`src/rtl/rtc_shadow_pkg.sv`:
```
package rtc_shadow_pkg;

  // register byte offsets
  localparam logic [7:0] REG_BUSY   = 8'h04;
  localparam logic [7:0] REG_SECS   = 8'h08;
  localparam logic [7:0] REG_SNAP   = 8'h0C;
  localparam logic [7:0] REG_MSEC   = 8'h10;
  localparam logic [7:0] REG_ALM_S0 = 8'h14;
  localparam logic [7:0] REG_ALM_S1 = 8'h18;
  localparam logic [7:0] REG_ALM_MS = 8'h1C;
  localparam logic [7:0] REG_CDN_S  = 8'h20;
  localparam logic [7:0] REG_CDN_MS = 8'h24;
  localparam logic [7:0] REG_IMASK  = 8'h28;
  localparam logic [7:0] REG_ISTAT  = 8'h2C;

  // event bit positions in mask and status
  localparam int EV_SEC0  = 0;
  localparam int EV_SEC1  = 1;
  localparam int EV_MSEC  = 2;
  localparam int EV_CDN_S = 3;
  localparam int EV_CDN_M = 4;
  localparam int NUM_EV   = 5;

  typedef logic [NUM_EV-1:0] ev_vec_t;

  // an alarm hits when the counter lands on a nonzero target
  function automatic logic alarm_hit(input logic [31:0] value,
                                     input logic [31:0] target);
    return (target != 32'd0) && (value == target);
  endfunction

  // sticky status: clear-by-one first, new events win
  function automatic ev_vec_t status_next(input ev_vec_t cur,
                                          input ev_vec_t clr,
                                          input ev_vec_t set);
    return (cur & ~clr) | set;
  endfunction

endpackage

```
`src/rtl/rtc_timebase.sv`:
```
module rtc_timebase #(
  parameter int TICKS_PER_MS = 32,
  parameter int MS_PER_SEC   = 1000,
  parameter int COPY_EVERY   = 8,
  parameter int BUSY_CYCLES  = 4,
  localparam int MS_W  = $clog2(MS_PER_SEC + 1),
  localparam int PH_W  = $clog2(TICKS_PER_MS + 1),
  localparam int GRP_W = $clog2(COPY_EVERY + 1),
  localparam int BSY_W = $clog2(BUSY_CYCLES + 1)
) (
  input  logic            clk,
  input  logic            rst_n,
  input  logic            slow_tick,
  input  logic            sec_wr,
  input  logic [31:0]     sec_wdata,
  output logic [31:0]     sec_q,
  output logic [MS_W-1:0] ms_q,
  output logic [31:0]     sec_nxt,
  output logic [MS_W-1:0] ms_nxt,
  output logic            sec_step,
  output logic            ms_step,
  output logic [31:0]     vis_sec,
  output logic [MS_W-1:0] vis_ms,
  output logic            busy
);

  localparam logic [PH_W-1:0]  LAST_PH  = PH_W'(TICKS_PER_MS - 1);
  localparam logic [MS_W-1:0]  LAST_MS  = MS_W'(MS_PER_SEC - 1);
  localparam logic [GRP_W-1:0] LAST_GRP = GRP_W'(COPY_EVERY - 1);

  logic [PH_W-1:0]  ph_q, ph_nxt;
  logic [GRP_W-1:0] grp_q;
  logic [BSY_W-1:0] bsy_q;
  logic             raw_ms_step, raw_sec_step, copy_now;

  always_comb begin
    raw_ms_step  = slow_tick && (ph_q == LAST_PH);
    raw_sec_step = raw_ms_step && (ms_q == LAST_MS);
    ph_nxt  = slow_tick ? ((ph_q == LAST_PH) ? '0 : ph_q + 1'b1) : ph_q;
    ms_nxt  = raw_ms_step ? ((ms_q == LAST_MS) ? '0 : ms_q + 1'b1) : ms_q;
    sec_nxt = raw_sec_step ? sec_q + 32'd1 : sec_q;
    copy_now = slow_tick && (grp_q == LAST_GRP);
    // a software load of the seconds overrides this cycle's advance
    ms_step  = raw_ms_step && !sec_wr;
    sec_step = raw_sec_step && !sec_wr;
    busy     = (bsy_q != '0);
  end

  always_ff @(posedge clk or negedge rst_n) begin
    if (!rst_n) begin
      sec_q   <= '0;
      ms_q    <= '0;
      ph_q    <= '0;
      vis_sec <= '0;
      vis_ms  <= '0;
    end else if (sec_wr) begin
      sec_q   <= sec_wdata;
      ms_q    <= '0;
      ph_q    <= '0;
      vis_sec <= sec_wdata;
      vis_ms  <= '0;
    end else begin
      sec_q <= sec_nxt;
      ms_q  <= ms_nxt;
      ph_q  <= ph_nxt;
      if (copy_now) begin
        vis_sec <= sec_nxt;
        vis_ms  <= ms_nxt;
      end
    end
  end

  always_ff @(posedge clk or negedge rst_n) begin
    if (!rst_n) begin
      grp_q <= '0;
      bsy_q <= '0;
    end else begin
      if (slow_tick) grp_q <= (grp_q == LAST_GRP) ? '0 : grp_q + 1'b1;
      if (copy_now)            bsy_q <= BSY_W'(BUSY_CYCLES);
      else if (bsy_q != '0)    bsy_q <= bsy_q - 1'b1;
    end
  end

endmodule

```
`src/rtl/rtc_countdown.sv`:
```
module rtc_countdown #(
  parameter int CNT_W = 32
) (
  input  logic             clk,
  input  logic             rst_n,
  input  logic             load,
  input  logic [CNT_W-1:0] load_val,
  input  logic             step,
  output logic [CNT_W-1:0] count,
  output logic             fire
);

  localparam logic [CNT_W-1:0] ONE = CNT_W'(1);

  assign fire = step && !load && (count == ONE);

  always_ff @(posedge clk or negedge rst_n) begin
    if (!rst_n)                     count <= '0;
    else if (load)                  count <= load_val;
    else if (step && count != '0)   count <= count - ONE;
  end

endmodule

```
`src/rtl/shadow_rtc.sv`:
```
module shadow_rtc
  import rtc_shadow_pkg::*;
#(
  parameter int ADDR_W       = 8,
  parameter int TICKS_PER_MS = 32,
  parameter int MS_PER_SEC   = 1000,
  parameter int COPY_EVERY   = 8,
  parameter int BUSY_CYCLES  = 4,
  localparam int MS_W = $clog2(MS_PER_SEC + 1)
) (
  input  logic              clk,
  input  logic              rst_n,
  input  logic              slow_tick,
  input  logic              bus_sel,
  input  logic              bus_we,
  input  logic [ADDR_W-1:0] bus_addr,
  input  logic [31:0]       bus_wdata,
  output logic [31:0]       bus_rdata,
  output logic              irq
);

  logic [31:0]     sec_q, sec_nxt, vis_sec, snap_q;
  logic [MS_W-1:0] ms_q, ms_nxt, vis_ms;
  logic            sec_step, ms_step, busy;
  logic            wr_ok, rd_en;
  logic [31:0]     alm_s_q [2];
  logic [31:0]     alm_ms_q;
  ev_vec_t         mask_q, stat_q, ev_set, ev_clr;
  logic [31:0]     cd_count [2];
  logic            cd_load [2];
  logic            cd_fire [2];

  assign wr_ok = bus_sel && bus_we && !busy;
  assign rd_en = bus_sel && !bus_we;

  function automatic logic hit_reg(input logic [ADDR_W-1:0] a,
                                   input logic [7:0] ofs);
    return a == ADDR_W'(ofs);
  endfunction

  rtc_timebase #(
    .TICKS_PER_MS(TICKS_PER_MS), .MS_PER_SEC(MS_PER_SEC),
    .COPY_EVERY(COPY_EVERY), .BUSY_CYCLES(BUSY_CYCLES)
  ) tb_u (
    .clk(clk), .rst_n(rst_n), .slow_tick(slow_tick),
    .sec_wr(wr_ok && hit_reg(bus_addr, REG_SECS)), .sec_wdata(bus_wdata),
    .sec_q(sec_q), .ms_q(ms_q), .sec_nxt(sec_nxt), .ms_nxt(ms_nxt),
    .sec_step(sec_step), .ms_step(ms_step),
    .vis_sec(vis_sec), .vis_ms(vis_ms), .busy(busy)
  );

  // two seconds-match alarms share one structure
  for (genvar k = 0; k < 2; k++) begin : g_sec_alarm
    localparam logic [7:0] OFS = (k == 0) ? REG_ALM_S0 : REG_ALM_S1;
    always_ff @(posedge clk or negedge rst_n) begin
      if (!rst_n) alm_s_q[k] <= '0;
      else if (wr_ok && hit_reg(bus_addr, OFS)) alm_s_q[k] <= bus_wdata;
    end
    assign ev_set[EV_SEC0 + k] = sec_step && alarm_hit(sec_nxt, alm_s_q[k]);
  end

  // countdowns: index 0 counts seconds, index 1 counts milliseconds
  for (genvar k = 0; k < 2; k++) begin : g_cdn
    localparam logic [7:0] OFS = (k == 0) ? REG_CDN_S : REG_CDN_MS;
    assign cd_load[k] = wr_ok && hit_reg(bus_addr, OFS);
    rtc_countdown #(.CNT_W(32)) cd_u (
      .clk(clk), .rst_n(rst_n), .load(cd_load[k]), .load_val(bus_wdata),
      .step((k == 0) ? sec_step : ms_step),
      .count(cd_count[k]), .fire(cd_fire[k])
    );
    assign ev_set[EV_CDN_S + k] = cd_fire[k];
  end

  assign ev_set[EV_MSEC] = ms_step && alarm_hit(32'(ms_nxt), alm_ms_q);
  assign ev_clr = (wr_ok && hit_reg(bus_addr, REG_ISTAT)) ? bus_wdata[NUM_EV-1:0] : '0;

  always_ff @(posedge clk or negedge rst_n) begin
    if (!rst_n) begin
      alm_ms_q <= '0;
      mask_q   <= '0;
      stat_q   <= '0;
      snap_q   <= '0;
    end else begin
      if (wr_ok && hit_reg(bus_addr, REG_ALM_MS)) alm_ms_q <= bus_wdata;
      if (wr_ok && hit_reg(bus_addr, REG_IMASK))  mask_q   <= bus_wdata[NUM_EV-1:0];
      stat_q <= status_next(stat_q, ev_clr, ev_set);
      if (rd_en && hit_reg(bus_addr, REG_MSEC))   snap_q   <= vis_sec;
    end
  end

  always_ff @(posedge clk or negedge rst_n) begin
    if (!rst_n) bus_rdata <= '0;
    else if (rd_en) begin
      if      (hit_reg(bus_addr, REG_BUSY))   bus_rdata <= {31'd0, busy};
      else if (hit_reg(bus_addr, REG_SECS))   bus_rdata <= vis_sec;
      else if (hit_reg(bus_addr, REG_SNAP))   bus_rdata <= snap_q;
      else if (hit_reg(bus_addr, REG_MSEC))   bus_rdata <= 32'(vis_ms);
      else if (hit_reg(bus_addr, REG_ALM_S0)) bus_rdata <= alm_s_q[0];
      else if (hit_reg(bus_addr, REG_ALM_S1)) bus_rdata <= alm_s_q[1];
      else if (hit_reg(bus_addr, REG_ALM_MS)) bus_rdata <= alm_ms_q;
      else if (hit_reg(bus_addr, REG_CDN_S))  bus_rdata <= cd_count[0];
      else if (hit_reg(bus_addr, REG_CDN_MS)) bus_rdata <= cd_count[1];
      else if (hit_reg(bus_addr, REG_IMASK))  bus_rdata <= 32'(mask_q);
      else if (hit_reg(bus_addr, REG_ISTAT))  bus_rdata <= 32'(stat_q);
      else                                    bus_rdata <= '0;
    end
  end

  assign irq = |(stat_q & mask_q);

endmodule

```
`config.mk`:
```
export PLATFORM = sky130hd
export DESIGN_NAME = shadow_rtc
export DESIGN_NICKNAME = d
export VERILOG_FILES = /design/src/rtl/rtc_shadow_pkg.sv /design/src/rtl/rtc_timebase.sv /design/src/rtl/rtc_countdown.sv /design/src/rtl/shadow_rtc.sv
export SDC_FILE = /design/constraint.sdc
export NUM_CORES = 1
export LEC_CHECK = 0
export ABC_CLOCK_PERIOD_IN_PS = 10200
export BUFFER_PORTS_ARGS = -buffer_cell sky130_fd_sc_hd__buf_2
export CORE_MARGIN = 3
export CORE_UTILIZATION = 36
export CTS_BUF_LIST = sky130_fd_sc_hd__clkbuf_8
export DETAILED_ROUTE_END_ITERATION = 8
export PLACE_DENSITY = 0.58
export SYNTH_ARGS = -nofsm -noshare
export SYNTH_HDL_FRONTEND = slang
export SYNTH_HIERARCHICAL = 1
export SYNTH_SLANG_ARGS = --single-unit
```
`constraint.sdc`:
```
create_clock -name clk -period 10.2 [get_ports clk]
set_input_delay 1.02 -clock clk [delete_from_list [all_inputs] [get_ports clk]]
set_output_delay 1.02 -clock clk [all_outputs]
set_load 0.01 [all_outputs]
```
# ---- Yosys cells after proc, flatten, opt, wreduce, memory -nomap -nowiden
# Index checks and enable logic that the tools add are counted.
dict set report totals {
  regBits 331
  input_bits 45
  output_inout_bits 33
  wordCells 123
}
dict set report classes {
  add_sub_neg 7
  eq_ne 19
  muxes 31
  bitwise_logic 4
  n_reduce_logical 46
}
# cell n
set ops {}
lappend ops {{$mux W32} 17}
lappend ops {{$reduce_bool A32 Y1} 5}
lappend ops {{$eq A32 B1 Y1 const B} 2}
lappend ops {{$eq A32 B32 Y1} 2}
lappend ops {{$sub A32 B1 Y32 const B} 2}
lappend ops {{$mux W10} 5}
lappend ops {{$add A32 B1 Y32 const B} 1}
lappend ops {{$eq A10 B32 Y1} 1}
lappend ops {{$eq A8 B5 Y1 const B} 4}
lappend ops {{$eq A8 B6 Y1 const B} 4}
lappend ops {{$logic_and A1 B1 Y1} 29}
lappend ops {{$mux W6} 3}
lappend ops {{$eq A8 B4 Y1 const B} 2}
lappend ops {{$mux W5} 3}
lappend ops {{$add A10 B1 Y10 const B} 1}
lappend ops {{$and A5 B5 Y5} 2}
lappend ops {{$eq A10 B10 Y1 const B} 1}
lappend ops {{$reduce_bool A2 Y1} 5}
lappend ops {{$eq A8 B3 Y1 const B} 1}
lappend ops {{$add A6 B1 Y6 const B} 1}
lappend ops {{$eq A6 B5 Y1 const B} 1}
lappend ops {{$mux W3} 2}
lappend ops {{$logic_not A1 Y1} 5}
lappend ops {{$not A5 Y5} 1}
lappend ops {{7 further kinds} 7}

# ---- Depth between registers and ports, before layout
# Gate-level depths: netlist of the first run.
dict set report depth {
  depth_word 12
  ltp_mapped 16
  ltp_nobuf 11
}

# ---- Hierarchy
# Netlist of the first run, hierarchy kept.
# module n_inst cells_per_inst area_per_inst_um2 seq_area_each_um2
set modules_own_cells {}
lappend modules_own_cells {shadow_rtc 1 829 9576.7 4254.1}
lappend modules_own_cells {rtc_timebase 1 576 5535.3 2427.3}
lappend modules_own_cells {rtc_countdown 2 236 2015.7 800.8}

# ---- Least setup slack after synthesis of the first run
# Ideal clock, no wire load.
dict set report synth_path {
  kind {in2reg}
  startpoint {in bus_addr[3]}
  endpoint {reg g_cdn[0].cd_u.count[26]}
  setup_time_ns 0.082
  t_arrival_ns 4.434
  required_ns 10.118
  path_slack_ns 5.684
  path_stages 15
  n_path_buf 6
  path_cell_list {buf_2 > nor4b_2 > nand2_1 > nor2_1 > clkbuf_1 > clkbuf_1 > clkbuf_1 > clkbuf_1 > nor2_1 > or4b_2 > nor2_1 > or4b_1 > buf_2 > or4_1 > a31oi_1}
}
dict set report synth_via {
  elab_chain_cells 6
  word_cells_on_any_way 9
  classes_between {2 x eq/ne; 1 x mux; 6 x reduce/logical}
}
# item line
set synth_lines {}
lappend synth_lines {{start: declaration} shadow_rtc.sv:16} ;# input logic [ADDR_W-1:0] bus_addr,
lappend synth_lines {{$eq A8 B4 Y1} shadow_rtc.sv:38} ;# return a == ADDR_W'(ofs);
lappend synth_lines {{$logic_and A1 B1 Y1} shadow_rtc.sv:46} ;# .sec_wr(wr_ok && hit_reg(bus_addr, REG_SECS)), .sec_wdata(bus_wdata),
lappend synth_lines {{$logic_not A1 Y1} rtc_timebase.sv:45} ;# sec_step = raw_sec_step && !sec_wr;
lappend synth_lines {{$logic_and A1 B1 Y1} rtc_timebase.sv:45}
lappend synth_lines {{net sec_step} shadow_rtc.sv:24} ;# logic sec_step, ms_step, busy;
lappend synth_lines {{$logic_and A1 B1 Y1} rtc_countdown.sv:20} ;# else if (step && count != '0) count <= count - ONE;
lappend synth_lines {{$reduce_bool A2 Y1 (no source line)} --}
lappend synth_lines {{end signal: assignment} rtc_countdown.sv:19} ;# else if (load) count <= load_val;
lappend synth_lines {{end signal: assignment} rtc_countdown.sv:20}
lappend synth_lines {{end: declaration} rtc_countdown.sv:9} ;# output logic [CNT_W-1:0] count,
# The timed path passes the listed nets, and every way through them passes these cells.
# A chain may end at the register's enable or synchronous reset.

# ---- Worst setup path in the final report of the first run
dict set report layout_path {
  startpoint {in bus_addr[2]}
  endpoint {reg g_cdn[1].cd_u.count[26]}
}
dict set report layout_via {
  elab_chain_cells 6
  word_cells_on_any_way 9
  classes_between {2 x eq/ne; 1 x mux; 6 x reduce/logical}
}
# item line
set layout_lines {}
lappend layout_lines {{$eq A8 B4 Y1} shadow_rtc.sv:38}
lappend layout_lines {{$logic_and A1 B1 Y1} shadow_rtc.sv:46}
lappend layout_lines {{$logic_not A1 Y1} rtc_timebase.sv:44} ;# ms_step = raw_ms_step && !sec_wr;
lappend layout_lines {{$logic_and A1 B1 Y1} rtc_timebase.sv:44}
lappend layout_lines {{net ms_step} shadow_rtc.sv:24}
lappend layout_lines {{$logic_and A1 B1 Y1} rtc_countdown.sv:20}
lappend layout_lines {{$reduce_bool A2 Y1 (no source line)} --}
lappend layout_lines {{end signal: assignment} rtc_countdown.sv:19}
lappend layout_lines {{end signal: assignment} rtc_countdown.sv:20}
lappend layout_lines {{end: declaration} rtc_countdown.sv:9}
# The timed path passes the listed nets, and every way through them passes these cells.

==> metrics, run 1 <==
initial antenna violation count=1; DIE WIDTH=236.6 um; drt drc=0; Post-synth ARST share=1.000; area fraction of the dominant cell type after synthesis=0.4327; setup TNS=0 ps; vias in the first global route=15515; Final Wtd Congestion=0.9257; Top Ports=78; cell with the most instances after synthesis=dfrtp_1; die area=55980 um2; maximum clock rate=211.2 MHz; synthesized flop and latch total=331; DRT Pass-1 Iters=7; H-tree levels=2; largest net degree at the start of global routing=119; Worst-Margin Slew=1039 ps; Setup WS pre-CTS=4890 ps; Overflow after GRT=0; Crit Path Category=in2reg; Max-Cap Viols=0; CTS clk-pin slew, worst paths=60 ps; Worst path max stage delay=680 ps; Leak Pwr=9.573 nW; DR WL/cell=24.40 um; I/O Buffers=77; main area contributors after synthesis=dfrtp_1, mux2_2, xnor2_1; crit-path leading delay family=simple AND/OR/NAND/NOR gates; Detailed Place HPWL=45940 um; # diodes=0; synthesized netlist cell count=1877; worst reg2reg startpoint=tb_u/ms_q[0]; Post-Syn Area=19140 um2; Vias/cell=6.120; Unique masters post-synth=86; RSZ-0062 raised after global routing=false; register area share after synthesis=0.4327; PD cells=146.7 nW/um2; R2R Setup Slk=5880 ps; WP buf/inv=3; Mean Syn Cell Area=10.20 um2; Slew HR=0.3054; data arrival time of the worst path=5310 ps; Max Root-Sink Buffers=3; Max Slew Vio Count=0; Setup Buffers After CTS=0; Clock Root Buffer=clkbuf_8; Die Y=236.6 um; Core Region=51920 um2; worst min-delay path category=in2async; Rows=83; Layout area overhead=10.85%; Syn Nets=1932; drt initial violations=1753; first-pass GRT wire length=98150 um; # clock sinks=331; crit path cell chain=buf_2, buf_4, nor4b_2, nand2_1, nor2_4, buf_4, nor2_1, or4b_2, nor2_1, or4b_1, or4_1, a31oi_1; CTS Buf Count=59; initial core utilization=0.3687; Total GRT Usage=0.2244; Commonest cells post-synth=dfrtp_1, mux2_2, nand2_1; Post-synth EDFFs=0; crit path max fanout=64; worst skew pair latency=680 ps; slowest CP cell=or4b_2; count of hold-fix buffers inserted at cts=0; final clock period utilization by the worst path=0.4641; Final ANT Viol Nets=0; Clock Skews=25.57 ps; Final Hold Violating Endpoints=0; Crit. End Element=register; final net count=1970; Synth area leader=dfrtp_1; yosys warns=6; main flop type after synthesis=dfrtp_1; DR vias=16162; CTS tree=built; Peak VDD IR=82.29 uV; Resize count post-CTS=0; Setup crit start=bus_addr[2]; Routed WL=64440 um; status=complete, no violations; Worst Setup Start Kind=primary input; critical path required time=10780 ps; setup ws final=5466 ps; min cycle time layout=4734 ps; Final setup viols=0; fraction of layout cells with a size suffix above 1=0.2305
-- cells in the final DEF, fill, tap and decap left out, drive strengths merged, types with 14 or more instances in the layout --
master  instances
a21oi          59
nand2         142
dfrtp         331
a21o           14
inv            51
xor2           56
or4b           23
o31ai          21
a222oi         22
nand4          39
mux2          196
o221ai         23
nor2          122
nand3          59
nor4           62
or4            49
xnor2          64
or3            24
buf            99
nor3           53
a22o           23
nor3b          26
o21ai          49
a22oi          27
a31oi          44
clkbuf         74
or2            14
-- flip-flops by register name, indices dropped and copies added (netlist names) --
| register | flops |
|---|---|
| bus_rdata | 32 |
| tb_u/bsy_q | 3 |
| snap_q | 32 |
| tb_u/sec_q | 32 |
| alm_s_q | 64 |
| tb_u/grp_q | 4 |
| tb_u/ms_q | 10 |
| mask_q | 5 |
| alm_ms_q | 32 |
| tb_u/vis_ms | 10 |
| tb_u/ph_q | 6 |
| g_cdn.cd_u/count | 64 |
| stat_q | 5 |
| tb_u/vis_sec | 32 |
-- cell families after synthesis --
| logic type | after synthesis | share of synthesized area |
|---|---|---|
| AO/OA/AOI/OAI | 377 | 0.1430 |
| XOR/XNOR | 120 | 0.05490 |
| adder cells (fa/ha/maj) | 10 | 0.006536 |
| buffers and inverters | 154 | 0.03745 |
| flip-flops | 331 | 0.4327 |
| multiplexers | 211 | 0.1244 |
| AND/OR/NAND/NOR | 674 | 0.2010 |
-- where the power goes --
| part | switching, mW | internal [mW] | leakage, nW |
|---|---|---|---|
| Clock | 0.597 | 0.676 | 0.694 |
| Combinational | 0.243 | 0.131 | 4.36 |
| Sequential | 0.0805 | 1.39 | 4.52 |
-- through the flow --
step                cells  hold slack (ps)  power (mW)  instance area [um2]  utilization
floorplan            1877            464.1       1.693                19140            -
global placement     2534            461.8       1.848                20030       0.3857
detailed placement   2534            465.6       1.861                20030       0.3857
CTS                  2641            475.1       3.140                21220       0.4087
global route         2641            493.8       3.256                21220       0.4087
finish               2641            421.6       3.114                21220       0.4087
-- per-layer routing --
metal  GRT usage  vias to the layer above  part of all wire
li1            -                     7248                 -
met1      0.3272                     8186              0.45
met2      0.3530                      644              0.46
met3     0.03249                       84             0.070
met4     0.05113                        0             0.020
met5           0                        -                 0
-- final timing paths --
check                                               end  cells past startpoint
worst max-delay path            g_cdn[1].cd_u/count[26]                     12
worst min-delay path            g_cdn[0].cd_u/count[19]                      1
worst max register to register  g_cdn[0].cd_u/count[26]                      9
worst min register to register             bus_rdata[9]                      2
max in group asynchronous                  tb_u/ms_q[6]                      2
min in group clk                           bus_rdata[9]                      2
-- area by class of cell --
| cell class | instances | area [um2] |
|---|---|---|
| multi-input combinational | 1392 | 10210 |
| clock buffer | 74 | 1018 |
| timing repair buffer | 99 | 560.5 |
| tap | 680 | 850.8 |
| fill | 5109 | 30700 |
| clock inverter | 33 | 173.9 |
| inverter | 32 | 120.1 |
| sequential | 331 | 8283 |
Note: power is estimated with default switching activity, not from simulation.
==> run 2, diff against run 1 <==
--- a/config.mk
+++ b/config.mk
@@ -5,7 +5,7 @@
 export SDC_FILE = /design/constraint.sdc
 export NUM_CORES = 1
 export LEC_CHECK = 0
-export ABC_CLOCK_PERIOD_IN_PS = 10200
+export ABC_CLOCK_PERIOD_IN_PS = 4400
 export BUFFER_PORTS_ARGS = -buffer_cell sky130_fd_sc_hd__buf_2
 export CORE_MARGIN = 3
 export CORE_UTILIZATION = 36
==> constraint.sdc (replaced) <==
create_clock -name clk -period 4.4 [get_ports clk]
set_input_delay 0.44 -clock clk [delete_from_list [all_inputs] [get_ports clk]]
set_output_delay 0.44 -clock clk [all_outputs]
set_load 0.01 [all_outputs]
==> run 2 against run 1 <==
Against the previous run: worst hold slack worse by 270 ps; sequential cell count unchanged; via count up 1.1%; combinational power up 140%; sequential power up 130%.
==> metrics, run 2 (synthesis gave the netlist of run 1 again) <==
status=complete, no violations; setup TNS=0 ps (unchanged); Post-Layout Inst Area=21420 um2 (+0.95%); final net count=1981 (+0.56%); first-pass GRT wire length=101700 um (+3.6%); Total GRT Usage=0.2337 (+0.009301); Max Root-Sink Buffers=3 (unchanged); CTS tree=built; # clock sinks=331 (unchanged); most common cell after layout, fill and taps aside=dfrtp_1; Worst path max stage delay=670 ps (about the same); total power draw=7.334 mW (+140%); Final setup viols=0 (unchanged); Finished Layout Cells=2652 (+0.42%); Slew HR=0.2904 (-0.01502); Routed WL=66530 um (+3.3%); final clock period utilization by the worst path=0.8763; Setup Buffers After CTS=0 (unchanged); drt initial violations=1492 (-15%); I/O Buffers=77 (unchanged); DRT Pass-1 Iters=8 (+1); Clock Root Buffer=clkbuf_8; initial antenna violation count=3 (+2); drt drc=0 (unchanged); most frequent cells in the layout=dfrtp_1, mux2_2, nand2_1, nor2_1, clkbuf_8; Max-Cap Viols=0 (unchanged); Regs by FF count=alm_s_q x64, g_cdn.cd_u/count x64; Rows=83 (unchanged); worst skew pair latency=660 ps (-20 ps); data arrival time of the worst path=4440 ps (-870 ps); crit-path leading delay family=simple AND/OR/NAND/NOR gates; Layout area overhead=11.90%; Core Region=51920 um2 (unchanged); Die Y=236.6 um (unchanged); DR WL/cell=25.09 um (+2.8%); CTS clk-pin slew, worst paths=60 ps (about the same); Peak VDD IR=217.5 uV (+160%); Crit Path Category=reg2reg; die area=55980 um2 (unchanged); Leak Pwr=9.655 nW (+0.85%); maximum clock rate=259.4 MHz; DR vias=16347 (+1.1%); H-tree levels=2 (unchanged); Worst-Margin Slew=1058 ps (+19.54 ps); Crit. End Element=register; crit path max fanout=7 (-89%); RSZ-0062 raised after global routing=false; crit path cell chain=ha_1, nand3b_1, or4_1, nor2_1, or4b_2, nor2_1, or4b_1, or4_1, a31oi_1; Final Hold Violating Endpoints=0 (unchanged); post-layout util=0.4126 (+0.003879); largest net degree at the start of global routing=163 (+37%); Final Wtd Congestion=0.9302 (+0.49%); min cycle time layout=3856 ps; critical path required time=4980 ps (-5800 ps); Top Ports=78 (unchanged); Worst Setup Start Kind=register; Final ANT Viol Nets=0 (unchanged); Vias/cell=6.164 (+0.73%); slowest CP cell=or4b_2; CTS Buf Count=56 (-5.1%); vias in the first global route=15968 (+2.9%); Detailed Place HPWL=47210 um (+2.8%); fraction of layout cells with a size suffix above 1=0.2388 (+0.008349); Overflow after GRT=0 (unchanged); WP buf/inv=0 (-3); Clock Skews=17.88 ps (-7.693 ps); Max Slew Vio Count=0 (unchanged); placed cell area=20160 um2 (+0.67%); PD cells=342.4 nW/um2 (+130%); DIE WIDTH=236.6 um (unchanged); # diodes=0 (unchanged); worst min-delay path category=in2reg; R2R Setup Slk=540 ps (-5340 ps); initial core utilization=0.3687 (unchanged); Placed Instances=2547 (+0.51%)
run 2: cell types whose count changed in the layout (fill, tap and decap cells not counted), sizes merged:
| cell | change |
|---|---|
| clkinv | +1 |
| bufinv | +1 |
| dlygate4sd3 | +1 |
| clkbuf | +4 |
| buf | +13 |
| inv | -9 |
run 2: power breakdown:
part | leakage [nW] | switching (mW) | internal, mW | total (mW)
registers | 4.52 | 0.175 | 3.21 | 3.39
logic | 4.44 | 0.576 | 0.319 | 0.895
clock network | 0.693 | 1.36 | 1.69 | 3.05
run 2: worst paths after layout:
path / startpoint / to / cells past startpoint
setup / recovery: tb_u/ms_q[0] / g_cdn[0].cd_u/count[26] / 9
hold / removal: bus_wdata[16] / g_cdn[1].cd_u/count[16] / 3
setup reg to reg: tb_u/ms_q[0] / g_cdn[0].cd_u/count[26] / 9
hold reg to reg: bus_rdata[9] / bus_rdata[9] / 2
max in group asynchronous: rst_n / bus_rdata[0] / 3
min in group asynchronous: rst_n / g_cdn[1].cd_u/count[19] / 2
run 2: area by class of cell:
| cell class | instances | area (um2) |
|---|---|---|
| Clock inverter | 26 | 175.2 |
| Sequential cell | 331 | 8283 |
| Multi-Input combinational cell | 1392 | 10210 |
| Fill cell | 5030 | 30500 |
| Inverter | 32 | 120.1 |
| Clock buffer | 78 | 1074 |
| Timing Repair Buffer | 113 | 705.7 |
| Tap cell | 680 | 850.8 |
run 2: worst register-to-register path: stages, from the launching register on:
cell      delay (ps)
dfrtp_1          400
ha_1             240
nand3b_1         220
or4_1            610
nor2_1           350
or4b_2           670
nor2_1           100
or4b_1           580
or4_1            440
a31oi_1          170
run 2: timing repair:
| action | CTS | global route |
|---|---|---|
| setup endpoints to repair | 0 | 0 |
| resized for setup | 0 | 0 |
| hold endpoints to repair | 104 | 0 |
| hold buffers | 1 | 0 |
run 2: stage by stage:
stage / setup WS [ps] / hold slack (ps)
finish: 544.3 / 147.3
global route: 346.7 / 132.8
CTS: 565.1 / 96.23
detailed placement: 585.7 / 470.1
global placement: 659.5 / 475.1
floorplan: 453.2 / 144.4
run 2: per-layer routing:
metal | up-vias | track usage | part of all wire
met1 | 8296 | 0.3362 | 0.45
met5 | - | 0 | 0
met3 | 101 | 0.03413 | 0.064
li1 | 7280 | - | -
met2 | 670 | 0.3693 | 0.46
met4 | 0 | 0.06102 | 0.025
